--- src/rtl/zol_pkg.sv ---
package zol_pkg;
    typedef enum logic [1:0] {
        REP_IDLE      = 2'd0,
        REP_PRIMARY   = 2'd1,
        REP_SECONDARY = 2'd2
    } rep_state_e;

    typedef enum logic {
        BLK_IDLE = 1'b0,
        BLK_RUN  = 1'b1
    } blk_state_e;
endpackage

--- src/rtl/zol_repeat_fsm.sv ---
module zol_repeat_fsm
    import zol_pkg::*;
#(
    parameter int CW = 16
) (
    input  logic          clk,
    input  logic          rst_n,
    input  logic          step_i,
    input  logic          pri_go_i,
    input  logic [CW-1:0] pri_count_i,
    input  logic          sec_go_i,
    input  logic [CW-1:0] sec_count_i,
    output logic          busy_o
);
    localparam logic [CW-1:0] ONE = CW'(1);

    rep_state_e    state_q, state_d;
    logic [CW-1:0] pri_q, sec_q;
    logic [CW-1:0] pri_load, sec_load;

    // zero count means one execution
    assign pri_load = (pri_count_i == '0) ? ONE : pri_count_i;
    assign sec_load = (sec_count_i == '0) ? ONE : sec_count_i;

    always_ff @(posedge clk or negedge rst_n) begin
        if (!rst_n) state_q <= REP_IDLE;
        else        state_q <= state_d;
    end

    always_comb begin
        state_d = state_q;
        unique case (state_q)
            REP_IDLE: begin
                if (pri_go_i)      state_d = REP_PRIMARY;
                else if (sec_go_i) state_d = REP_SECONDARY;
            end
            REP_PRIMARY:   if (step_i && pri_q == ONE) state_d = REP_IDLE;
            REP_SECONDARY: if (step_i && sec_q == ONE) state_d = REP_IDLE;
            default:       state_d = REP_IDLE;
        endcase
    end

    always_ff @(posedge clk or negedge rst_n) begin
        if (!rst_n) begin
            pri_q <= '0;
            sec_q <= '0;
        end else begin
            if (state_q == REP_IDLE && pri_go_i)
                pri_q <= pri_load;
            else if (state_q == REP_PRIMARY && step_i)
                pri_q <= pri_q - ONE;

            if (state_q == REP_IDLE && sec_go_i && !pri_go_i)
                sec_q <= sec_load;
            else if (state_q == REP_SECONDARY && step_i)
                sec_q <= sec_q - ONE;
        end
    end

    always_comb begin
        busy_o = (state_q != REP_IDLE);
    end

    AST_PRI_NONZERO: assert property (@(posedge clk) disable iff (!rst_n)
        state_q == REP_PRIMARY |-> pri_q != '0);
    AST_PRI_STEP_DEC: assert property (@(posedge clk) disable iff (!rst_n)
        (state_q == REP_PRIMARY && step_i) |=> pri_q == $past(pri_q) - ONE);
    AST_SEC_NONZERO: assert property (@(posedge clk) disable iff (!rst_n)
        state_q == REP_SECONDARY |-> sec_q != '0);
    AST_SEC_UNTOUCHED: assert property (@(posedge clk) disable iff (!rst_n)
        state_q == REP_PRIMARY |=> $stable(sec_q));
    AST_NO_STEP_FROZEN: assert property (@(posedge clk) disable iff (!rst_n)
        (state_q != REP_IDLE && !step_i) |=> ($stable(pri_q) && $stable(sec_q)));
endmodule

--- src/rtl/zol_ctx_stack.sv ---
module zol_ctx_stack #(
    parameter int W     = 50,
    parameter int DEPTH = 2
) (
    input  logic         clk,
    input  logic         rst_n,
    input  logic         push_i,
    input  logic         pop_i,
    input  logic [W-1:0] din_i,
    output logic         pop_ok_o,
    output logic [W-1:0] dout_o
);
    localparam int LW = $clog2(DEPTH + 1);
    localparam logic [LW-1:0] FULL = LW'(DEPTH);

    logic [W-1:0]  mem_q [DEPTH];
    logic [LW-1:0] level_q;
    logic          push_ok;

    assign push_ok  = push_i && !pop_i && (level_q < FULL);
    assign pop_ok_o = pop_i && !push_i && (level_q != '0);

    always_ff @(posedge clk or negedge rst_n) begin
        if (!rst_n)        level_q <= '0;
        else if (push_ok)  level_q <= level_q + LW'(1);
        else if (pop_ok_o) level_q <= level_q - LW'(1);
    end

    for (genvar g = 0; g < DEPTH; g++) begin : g_slot
        always_ff @(posedge clk or negedge rst_n) begin
            if (!rst_n)                               mem_q[g] <= '0;
            else if (push_ok && level_q == LW'(g))    mem_q[g] <= din_i;
        end
    end

    always_comb begin
        dout_o = '0;
        for (int i = 0; i < DEPTH; i++) begin
            if (level_q == LW'(i + 1)) dout_o = mem_q[i];
        end
    end

    AST_STACK_BOUND: assert property (@(posedge clk) disable iff (!rst_n)
        level_q <= FULL);
    AST_FULL_PUSH_IGNORED: assert property (@(posedge clk) disable iff (!rst_n)
        (push_i && !pop_i && level_q == FULL) |=> level_q == FULL);
    AST_EMPTY_POP_IGNORED: assert property (@(posedge clk) disable iff (!rst_n)
        (pop_i && !push_i && level_q == '0) |=> level_q == '0);
endmodule

--- src/rtl/zol_block_loop.sv ---
module zol_block_loop
    import zol_pkg::*;
#(
    parameter int AW = 16,
    parameter int CW = 16
) (
    input  logic          clk,
    input  logic          rst_n,
    input  logic          step_i,
    input  logic          hold_i,
    input  logic [AW-1:0] pc_i,
    input  logic          go_i,
    input  logic [AW-1:0] go_start_i,
    input  logic [AW-1:0] go_end_i,
    input  logic [CW-1:0] go_count_i,
    input  logic          restore_i,
    input  logic          rs_active_i,
    input  logic [AW-1:0] rs_start_i,
    input  logic [AW-1:0] rs_end_i,
    input  logic [CW-1:0] rs_count_i,
    output logic          active_o,
    output logic [AW-1:0] start_o,
    output logic [AW-1:0] end_o,
    output logic [CW-1:0] count_o,
    output logic          redirect_o,
    output logic [AW-1:0] target_o
);
    localparam logic [CW-1:0] ONE = CW'(1);

    blk_state_e    state_q, state_d;
    logic [AW-1:0] start_q, end_q;
    logic [CW-1:0] cnt_q;
    logic          at_end;
    logic          last_pass;

    // end steps under a running repeat are not loop steps
    assign at_end    = step_i && !hold_i && (pc_i == end_q);
    assign last_pass = (cnt_q <= ONE);

    always_ff @(posedge clk or negedge rst_n) begin
        if (!rst_n) state_q <= BLK_IDLE;
        else        state_q <= state_d;
    end

    always_comb begin
        state_d = state_q;
        if (restore_i) begin
            state_d = rs_active_i ? BLK_RUN : BLK_IDLE;
        end else if (go_i) begin
            state_d = BLK_RUN;
        end else begin
            unique case (state_q)
                BLK_IDLE: state_d = BLK_IDLE;
                BLK_RUN:  if (at_end && last_pass) state_d = BLK_IDLE;
                default:  state_d = BLK_IDLE;
            endcase
        end
    end

    always_ff @(posedge clk or negedge rst_n) begin
        if (!rst_n) begin
            start_q <= '0;
            end_q   <= '0;
            cnt_q   <= '0;
        end else if (restore_i) begin
            start_q <= rs_start_i;
            end_q   <= rs_end_i;
            cnt_q   <= rs_count_i;
        end else if (go_i) begin
            start_q <= go_start_i;
            end_q   <= go_end_i;
            cnt_q   <= (go_count_i == '0) ? ONE : go_count_i;
        end else if (state_q == BLK_RUN && at_end && !last_pass) begin
            cnt_q   <= cnt_q - ONE;
        end
    end

    always_comb begin
        active_o   = (state_q == BLK_RUN);
        start_o    = start_q;
        end_o      = end_q;
        count_o    = cnt_q;
        redirect_o = (state_q == BLK_RUN) && at_end && !last_pass;
        target_o   = start_q;
    end

    AST_REDIRECT_CONSUMES: assert property (@(posedge clk) disable iff (!rst_n)
        (redirect_o && !restore_i && !go_i) |=> cnt_q == $past(cnt_q) - ONE);
    AST_LAST_PASS_EXITS: assert property (@(posedge clk) disable iff (!rst_n)
        (active_o && at_end && last_pass && !restore_i && !go_i) |=> !active_o);
    AST_HELD_END_KEEPS: assert property (@(posedge clk) disable iff (!rst_n)
        (hold_i && !restore_i && !go_i) |=> $stable(cnt_q));
endmodule

--- src/rtl/zol_sequencer.sv ---
module zol_sequencer #(
    parameter int AW   = 16,
    parameter int CW   = 16,
    parameter int NEST = 2
) (
    input  logic          clk,
    input  logic          rst_n,
    input  logic [AW-1:0] pc_i,
    input  logic          step_i,
    input  logic          rep_go,
    input  logic [CW-1:0] rep_count,
    input  logic          rep2_go,
    input  logic [CW-1:0] rep2_count,
    input  logic          blk_go,
    input  logic [AW-1:0] blk_start,
    input  logic [AW-1:0] blk_end,
    input  logic [CW-1:0] blk_count,
    input  logic          ctx_push,
    input  logic          ctx_pop,
    output logic          pc_load,
    output logic [AW-1:0] pc_next,
    output logic          fetch_hold,
    output logic          loop_active
);
    localparam int CTXW = 1 + 2 * AW + CW;

    logic            rep_busy;
    logic            lp_active;
    logic [AW-1:0]   lp_start, lp_end;
    logic [CW-1:0]   lp_count;
    logic            lp_redirect;
    logic [AW-1:0]   lp_target;
    logic [CTXW-1:0] ctx_save, ctx_back;
    logic            ctx_restore;
    logic            blk_go_eff;

    assign ctx_save   = {lp_active, lp_start, lp_end, lp_count};
    assign blk_go_eff = blk_go && !ctx_restore;

    zol_repeat_fsm #(.CW(CW)) u_rep (
        .clk         (clk),
        .rst_n       (rst_n),
        .step_i      (step_i),
        .pri_go_i    (rep_go),
        .pri_count_i (rep_count),
        .sec_go_i    (rep2_go),
        .sec_count_i (rep2_count),
        .busy_o      (rep_busy)
    );

    zol_ctx_stack #(.W(CTXW), .DEPTH(NEST)) u_stack (
        .clk      (clk),
        .rst_n    (rst_n),
        .push_i   (ctx_push),
        .pop_i    (ctx_pop),
        .din_i    (ctx_save),
        .pop_ok_o (ctx_restore),
        .dout_o   (ctx_back)
    );

    zol_block_loop #(.AW(AW), .CW(CW)) u_loop (
        .clk         (clk),
        .rst_n       (rst_n),
        .step_i      (step_i),
        .hold_i      (rep_busy),
        .pc_i        (pc_i),
        .go_i        (blk_go_eff),
        .go_start_i  (blk_start),
        .go_end_i    (blk_end),
        .go_count_i  (blk_count),
        .restore_i   (ctx_restore),
        .rs_active_i (ctx_back[CTXW-1]),
        .rs_start_i  (ctx_back[CTXW-2 -: AW]),
        .rs_end_i    (ctx_back[CW+AW-1 -: AW]),
        .rs_count_i  (ctx_back[CW-1:0]),
        .active_o    (lp_active),
        .start_o     (lp_start),
        .end_o       (lp_end),
        .count_o     (lp_count),
        .redirect_o  (lp_redirect),
        .target_o    (lp_target)
    );

    always_comb begin
        pc_load     = lp_redirect;
        pc_next     = lp_target;
        fetch_hold  = rep_busy;
        loop_active = lp_active;
    end

    AST_HOLD_BLOCKS_WRAP: assert property (@(posedge clk) disable iff (!rst_n)
        fetch_hold |-> !pc_load);
    AST_LOAD_NEEDS_LOOP: assert property (@(posedge clk) disable iff (!rst_n)
        pc_load |-> loop_active);
    AST_POP_BEATS_GO: assert property (@(posedge clk) disable iff (!rst_n)
        (ctx_restore && blk_go) |=> loop_active == $past(ctx_back[CTXW-1]));
endmodule

--- config.mk ---
export PLATFORM = sky130hd
export DESIGN_NAME = zol_sequencer
export DESIGN_NICKNAME = d
export VERILOG_FILES = /design/src/rtl/zol_pkg.sv /design/src/rtl/zol_repeat_fsm.sv /design/src/rtl/zol_ctx_stack.sv /design/src/rtl/zol_block_loop.sv /design/src/rtl/zol_sequencer.sv
export SDC_FILE = /design/constraint.sdc
export NUM_CORES = 1
export LEC_CHECK = 0
export BUFFER_PORTS_ARGS = -buffer_cell sky130_fd_sc_hd__buf_2
export CORE_MARGIN = 2
export CORE_UTILIZATION = 25
export CTS_CLUSTER_SIZE = 25
export DETAILED_ROUTE_END_ITERATION = 10
export HOLD_SLACK_MARGIN = 0.06
export REMOVE_ABC_BUFFERS = 1
export SLEW_MARGIN = 10
export SYNTH_ARGS = -nofsm -noshare
export SYNTH_HDL_FRONTEND = slang
export SYNTH_SLANG_ARGS = --single-unit
--- constraint.sdc ---
create_clock -name clk -period 3 [get_ports clk]
set_input_delay 0.75 -clock clk [delete_from_list [all_inputs] [get_ports clk]]
set_output_delay 0.75 -clock clk [all_outputs]
set_load 0.02 [all_outputs]
Word level (Yosys, flattened, before mapping). Index checks and enable logic that the tools add are counted.

Register bits after elaboration: 183. Input bits: 104. Output and inout port bits: 19. Word-level logic and storage cells: 94.

Add/sub/neg operators: 5. $lt $le $gt $ge: 2. Equal/unequal tests: 10. Multiplexer cells: 28. Bitwise gates (word level): 1. Reduce and logical (&&, ||, !) cells: 38.

Operator list (number): $mux W16 (14); $mux W49 (2); $logic_not A16 Y1 (3); $sub A16 B1 Y16 const B (3); $eq A16 B1 Y1 const B (2); $logic_and A1 B1 Y1 (19); $eq A16 B16 Y1 (1); $le A16 B1 Y1 const B (1); $mux W2 (6); $reduce_bool A2 Y1 (6); $logic_not A1 Y1 (6); $pmux W2 S3 (1); $eq A2 B1 Y1 const B (2); $eq A2 B2 Y1 const B (2); $logic_not A2 Y1 (2); $mux W1 (4); $ne A2 B1 Y1 const B (2); $ne A3 B3 Y1 const B (1); $reduce_and A3 Y1 (1); $reduce_bool A3 Y1 (1); $add A2 B1 Y2 const B (1); $lt A2 B2 Y1 const B (1); $pmux W1 S2 (1); $sub A2 B1 Y2 const B (1); $not A1 Y1 (1).

Depth between registers and ports, before layout.
Depth in word-level cells: 9. Gate-level depth with buffers: 10. Mapped depth without buffers: 9.

Hierarchy. From an unflattened synthesis, not the netlist that was laid out.

Cells, all modules: 912. Area, all modules: 9869.5 um^2.

By module, submodules not included: zol_ctx_stack (instances 1, cells an instance 286, area each 4428.0 um^2, seq. area each 2502.4 um^2); zol_block_loop (instances 1, cells an instance 387, area each 3345.7 um^2, seq. area each 1226.2 um^2); zol_repeat_fsm (instances 1, cells an instance 238, area each 2082.0 um^2, seq. area each 850.8 um^2); zol_sequencer (instances 1, cells an instance 1, area each 13.8 um^2, seq. area each 0.0 um^2).

Worst setup path before layout. No wires, ideal clock.

Path kind: flip-flop to output port. Start: reg u_loop.cnt_q[6], in the netlist u_loop.count_o[6]. End: out pc_load. Data arrival time: 2.048 ns. Data required time: 2.250 ns. Slack: 0.202 ns. Stages on the path, launching flop included: 7. Path buffers: 1. Cells stage by stage: dfrtp_1 or4_4 or4_4 o41ai_4 or3_1 buf_6 inv_4.

Word-level cells in the longest chain between the ends: 3.

Ends and longest elaborated chain: from (decl) (RTL line zol_block_loop.sv:32) `logic [CW-1:0] cnt_q;`; from (signal assigned) (RTL line zol_block_loop.sv:68) `cnt_q <= rs_count_i;`; from (signal assigned) (RTL line zol_block_loop.sv:72) `cnt_q <= (go_count_i == '0) ? ONE : go_count_i;`; from (signal assigned) (RTL line zol_block_loop.sv:74) `cnt_q <= cnt_q - ONE;`; $le A16 B1 Y1 (RTL line zol_block_loop.sv:38) `assign last_pass = (cnt_q <= ONE);`; $logic_not A1 Y1 (RTL line zol_block_loop.sv:83) `redirect_o = (state_q == BLK_RUN) && at_end && !last_pass;`; $logic_and A1 B1 Y1 (RTL line zol_block_loop.sv:83); to (decl) (RTL line zol_sequencer.sv:20) `output logic pc_load,`.

No other way between the ends.

Final worst setup path.
Start: reg u_loop.cnt_q[10], in the netlist u_loop.count_o[10]. End: out pc_load.

The elaborated chain is that of the path after synthesis.

==> flow_summary.toml <==
[pwr]
power.density_mw_per_mm2 = 803
peakVddDrop_mv = 0.419
p_total_mw = 8.89
p_leak_nw = 4.86

[timing]
final.min_clock_period_ps = 3220
slew_violations = 0
period_share = 1.07
worst_pin_slew_ps = 1120
max_freq_mhz = 310
fin_ws_ps = -223
clock_skew_ps = 9.33
rsz0062_at_grt = "true"
final_hold_viol_count = 0
fin_setup_tns_ps = -223
setup_viol = 1
slew_headroom = 0.252

[yosys]
synth_area_sq_mm = 0.00912
syn_inst = 817
synth-seq-cells = 183
synth.top_cell.area_share = 0.502
ys.warnings.count = 0
yosys-top-cells-area = "dfrtp_1 (50%), mux2_2 (12%), a221oi_1 (3.8%)"
ys.flop_type = "dfrtp_1"
avgSynthCellArea_sq_um = 11.2
ys_types = 70
seq_area_frac_synth = 0.502
synth_edf_count = 0
synthArstFlopShare = 1.00
synth_area_leader_cell = "dfrtp_1"

[detailed_routing]
route.detailed.wl_per_inst_um = 16.9
firstDrtPassIters = 4
drtAntennaViolNets = 0
wl_um = 24000
drc = 0
vias = 7059
drt_iter0_drc = 267
viasPerCell = 4.96

[placed_design]
gp_congestion = 0.803
dp.cells = 1383
dp_hpwl_um = 16200
port_buffers = 122
place_ws_ps = -299

[global_routing]
grt_pass1_vias = 7047
grt_pass1_wl_um = 38900
grt_util_all_layers = 0.129
overflow = 0
antenna_found_initial = 5
grt_max_degree = 69

[die]
die_w_um = 195
num_rows = 69
die-area_sq_mm = 0.0380
coreArea_sq_mm = 0.0357
ios = 123
start_util = 0.255
dieHeight_um = 195

[clocking]
hold_buffers = 0
cts-htree-levels = 4
clock-sinks = 183
insertion_delay_ps = 450
root_buffer = "clkbuf_16"
clockBufferDepth = 2
clk_pin_slew_ps = 70
cts_tree = "built"
numCtsBuffers = 17

[hold_path]
hold_path.class = "in -> async"

[setup_path]
cp-start-kind = "flip-flop"
cp.arrival_ps = 2470
crit_path_end_kind = "primary output"
r2r_start = "u_loop.count_o[10]"
crit_type = "reg -> out"
reg2reg_to = "u_loop.count_o[7]"
reg2regPathDepth = 7
worstPathRequired_ps = 2250
crit_fanout = 3
rrSetupSlack_ps = 380

[finish]
drive_gt1_frac = 0.327
area_delta_synth_final_pct = 21.3
layout.nets = 1060
final_cells = 1422

[status]
failed_checks = "setup timing"
status = "complete, but fails checks"

[flow_run]
drv_cap = 0
## kinds of logic after synthesis
kind of cell             share of synthesized area
multiplexers                                 0.159
adder cells (fa/ha/maj)                     0.0124
XOR/XNOR                                    0.0231
buffers and inverters                       0.0334
AO/OA/AOI/OAI                                0.164
AND/OR/NAND/NOR                              0.106
flip-flops                                   0.502
## state kept, by name, indices dropped and copies added, names as in the netlist
| register | cells |
|---|---|
| u_loop.count_o | 16 |
| u_stack.level_q | 2 |
| u_stack.mem_q | 98 |
| u_rep.state_q | 2 |
| u_rep.pri_q | 16 |
| u_rep.sec_q | 16 |
| u_loop.active_o | 1 |
| u_loop.end_o | 16 |
| u_loop.start_o | 16 |
## per-layer routing
layer  global-route usage  vias to the layer above  part of all wire
li1                     -                     3347                 -
met3               0.0312                       24             0.050
met5                    0                        -            0.0020
met1                0.175                     3541              0.47
met2                0.205                      139              0.47
met4               0.0382                        8             0.012
## critical path: stages, from the launching register on
cell     delay [ps]
dfrtp_1         390
or4_4           580
or3_4           370
o41ai_4         320
or3_4           200
inv_4            40
buf_6           120
## worst max-delay path by stage
stage	cells after the start	endpoint	slack [ps]	start
6_report	6	pc_load	-220	u_loop.count_o[10]
5_1_grt	6	pc_load	-310	u_loop.count_o[10]
4_1_cts	6	pc_load	-310	u_loop.count_o[4]
3_5_place_dp	7	pc_load	-300	pc_i[10]
3_3_place_gp	7	pc_load	-320	pc_i[10]
2_1_floorplan	8	u_loop.count_o[4]	-630	u_stack.level_q[0]
## cell usage after synthesis, drive strengths merged, types with 4 or more instances
cell / n
dfrtp: 183
mux2: 99
a21oi: 54
nor2: 49
nand2: 41
a221oi: 40
mux2i: 33
clkbuf: 31
o21ai: 27
inv: 23
a22oi: 20
nor4: 20
xor2: 19
buf: 17
nor3: 16
a31oi: 15
nand3: 11
ha: 9
and2: 8
o22ai: 8
a2bb2oi: 7
or3: 7
nand4: 6
o31ai: 6
a221o: 5
and3: 5
nor2b: 5
or4: 5
xnor2: 5
o211ai: 4
## where the power goes
part           internal (mW)  leakage [nW]  switching [mW]  total, mW
registers               3.39          2.29           0.652       4.04
logic                   1.22          2.29            1.30       2.52
clock network           1.25         0.287            1.07       2.32
total                   5.87          4.86            3.02       8.89
## stage by stage
step                area [sq um]  utilization  hold WS (ps)
global route               11100        0.309           283
CTS                        11000        0.308           259
floorplan                   8900            -           437
detailed placement         10400        0.291           470
global placement           10400        0.291           464
finish                     11100        0.309           251
## placed cells by master (no fill, tap or decap), types with 4 or more instances in the layout
| cell type | n |
|---|---|
| nor2_1 | 49 |
| inv_1 | 22 |
| xnor2_1 | 5 |
| a2bb2oi_1 | 6 |
| and2_1 | 6 |
| a221o_1 | 5 |
| buf_2 | 120 |
| nor2b_1 | 4 |
| buf_4 | 33 |
| a22oi_1 | 20 |
| xor2_1 | 19 |
| a31oi_1 | 14 |
| nor3_1 | 16 |
| and3_1 | 5 |
| mux2i_1 | 33 |
| buf_12 | 4 |
| dfrtp_1 | 183 |
| a21oi_1 | 53 |
| nor4_1 | 19 |
| clkbuf_16 | 17 |
| o21ai_0 | 24 |
| nand3_1 | 11 |
| nand2_1 | 39 |
| o211ai_1 | 4 |
| mux2_2 | 98 |
| a221oi_1 | 40 |
| o22ai_1 | 8 |
| nand4_1 | 6 |
| ha_1 | 8 |
| o31ai_1 | 6 |
## cell type report
type / count / area (sq um)
antenna: 1 / 2.50
timing repair buffer: 159 / 951
clock buffer: 18 / 429
clock inverter: 14 / 163
inverter: 23 / 88.8
fill: 3722 / 24700
tap: 461 / 577
multi-input combinational: 563 / 4270
sequential: 183 / 4580
## what timing repair did
| item | CTS | global route |
|---|---|---|
| pin swaps | 4 | 3 |
| gates resized for setup | 3 | 1 |
| setup endpoints to repair | 1 | 1 |
| buffers inserted | 2 | 4 |
No activity file was read; power rests on OpenSTA's default activity.
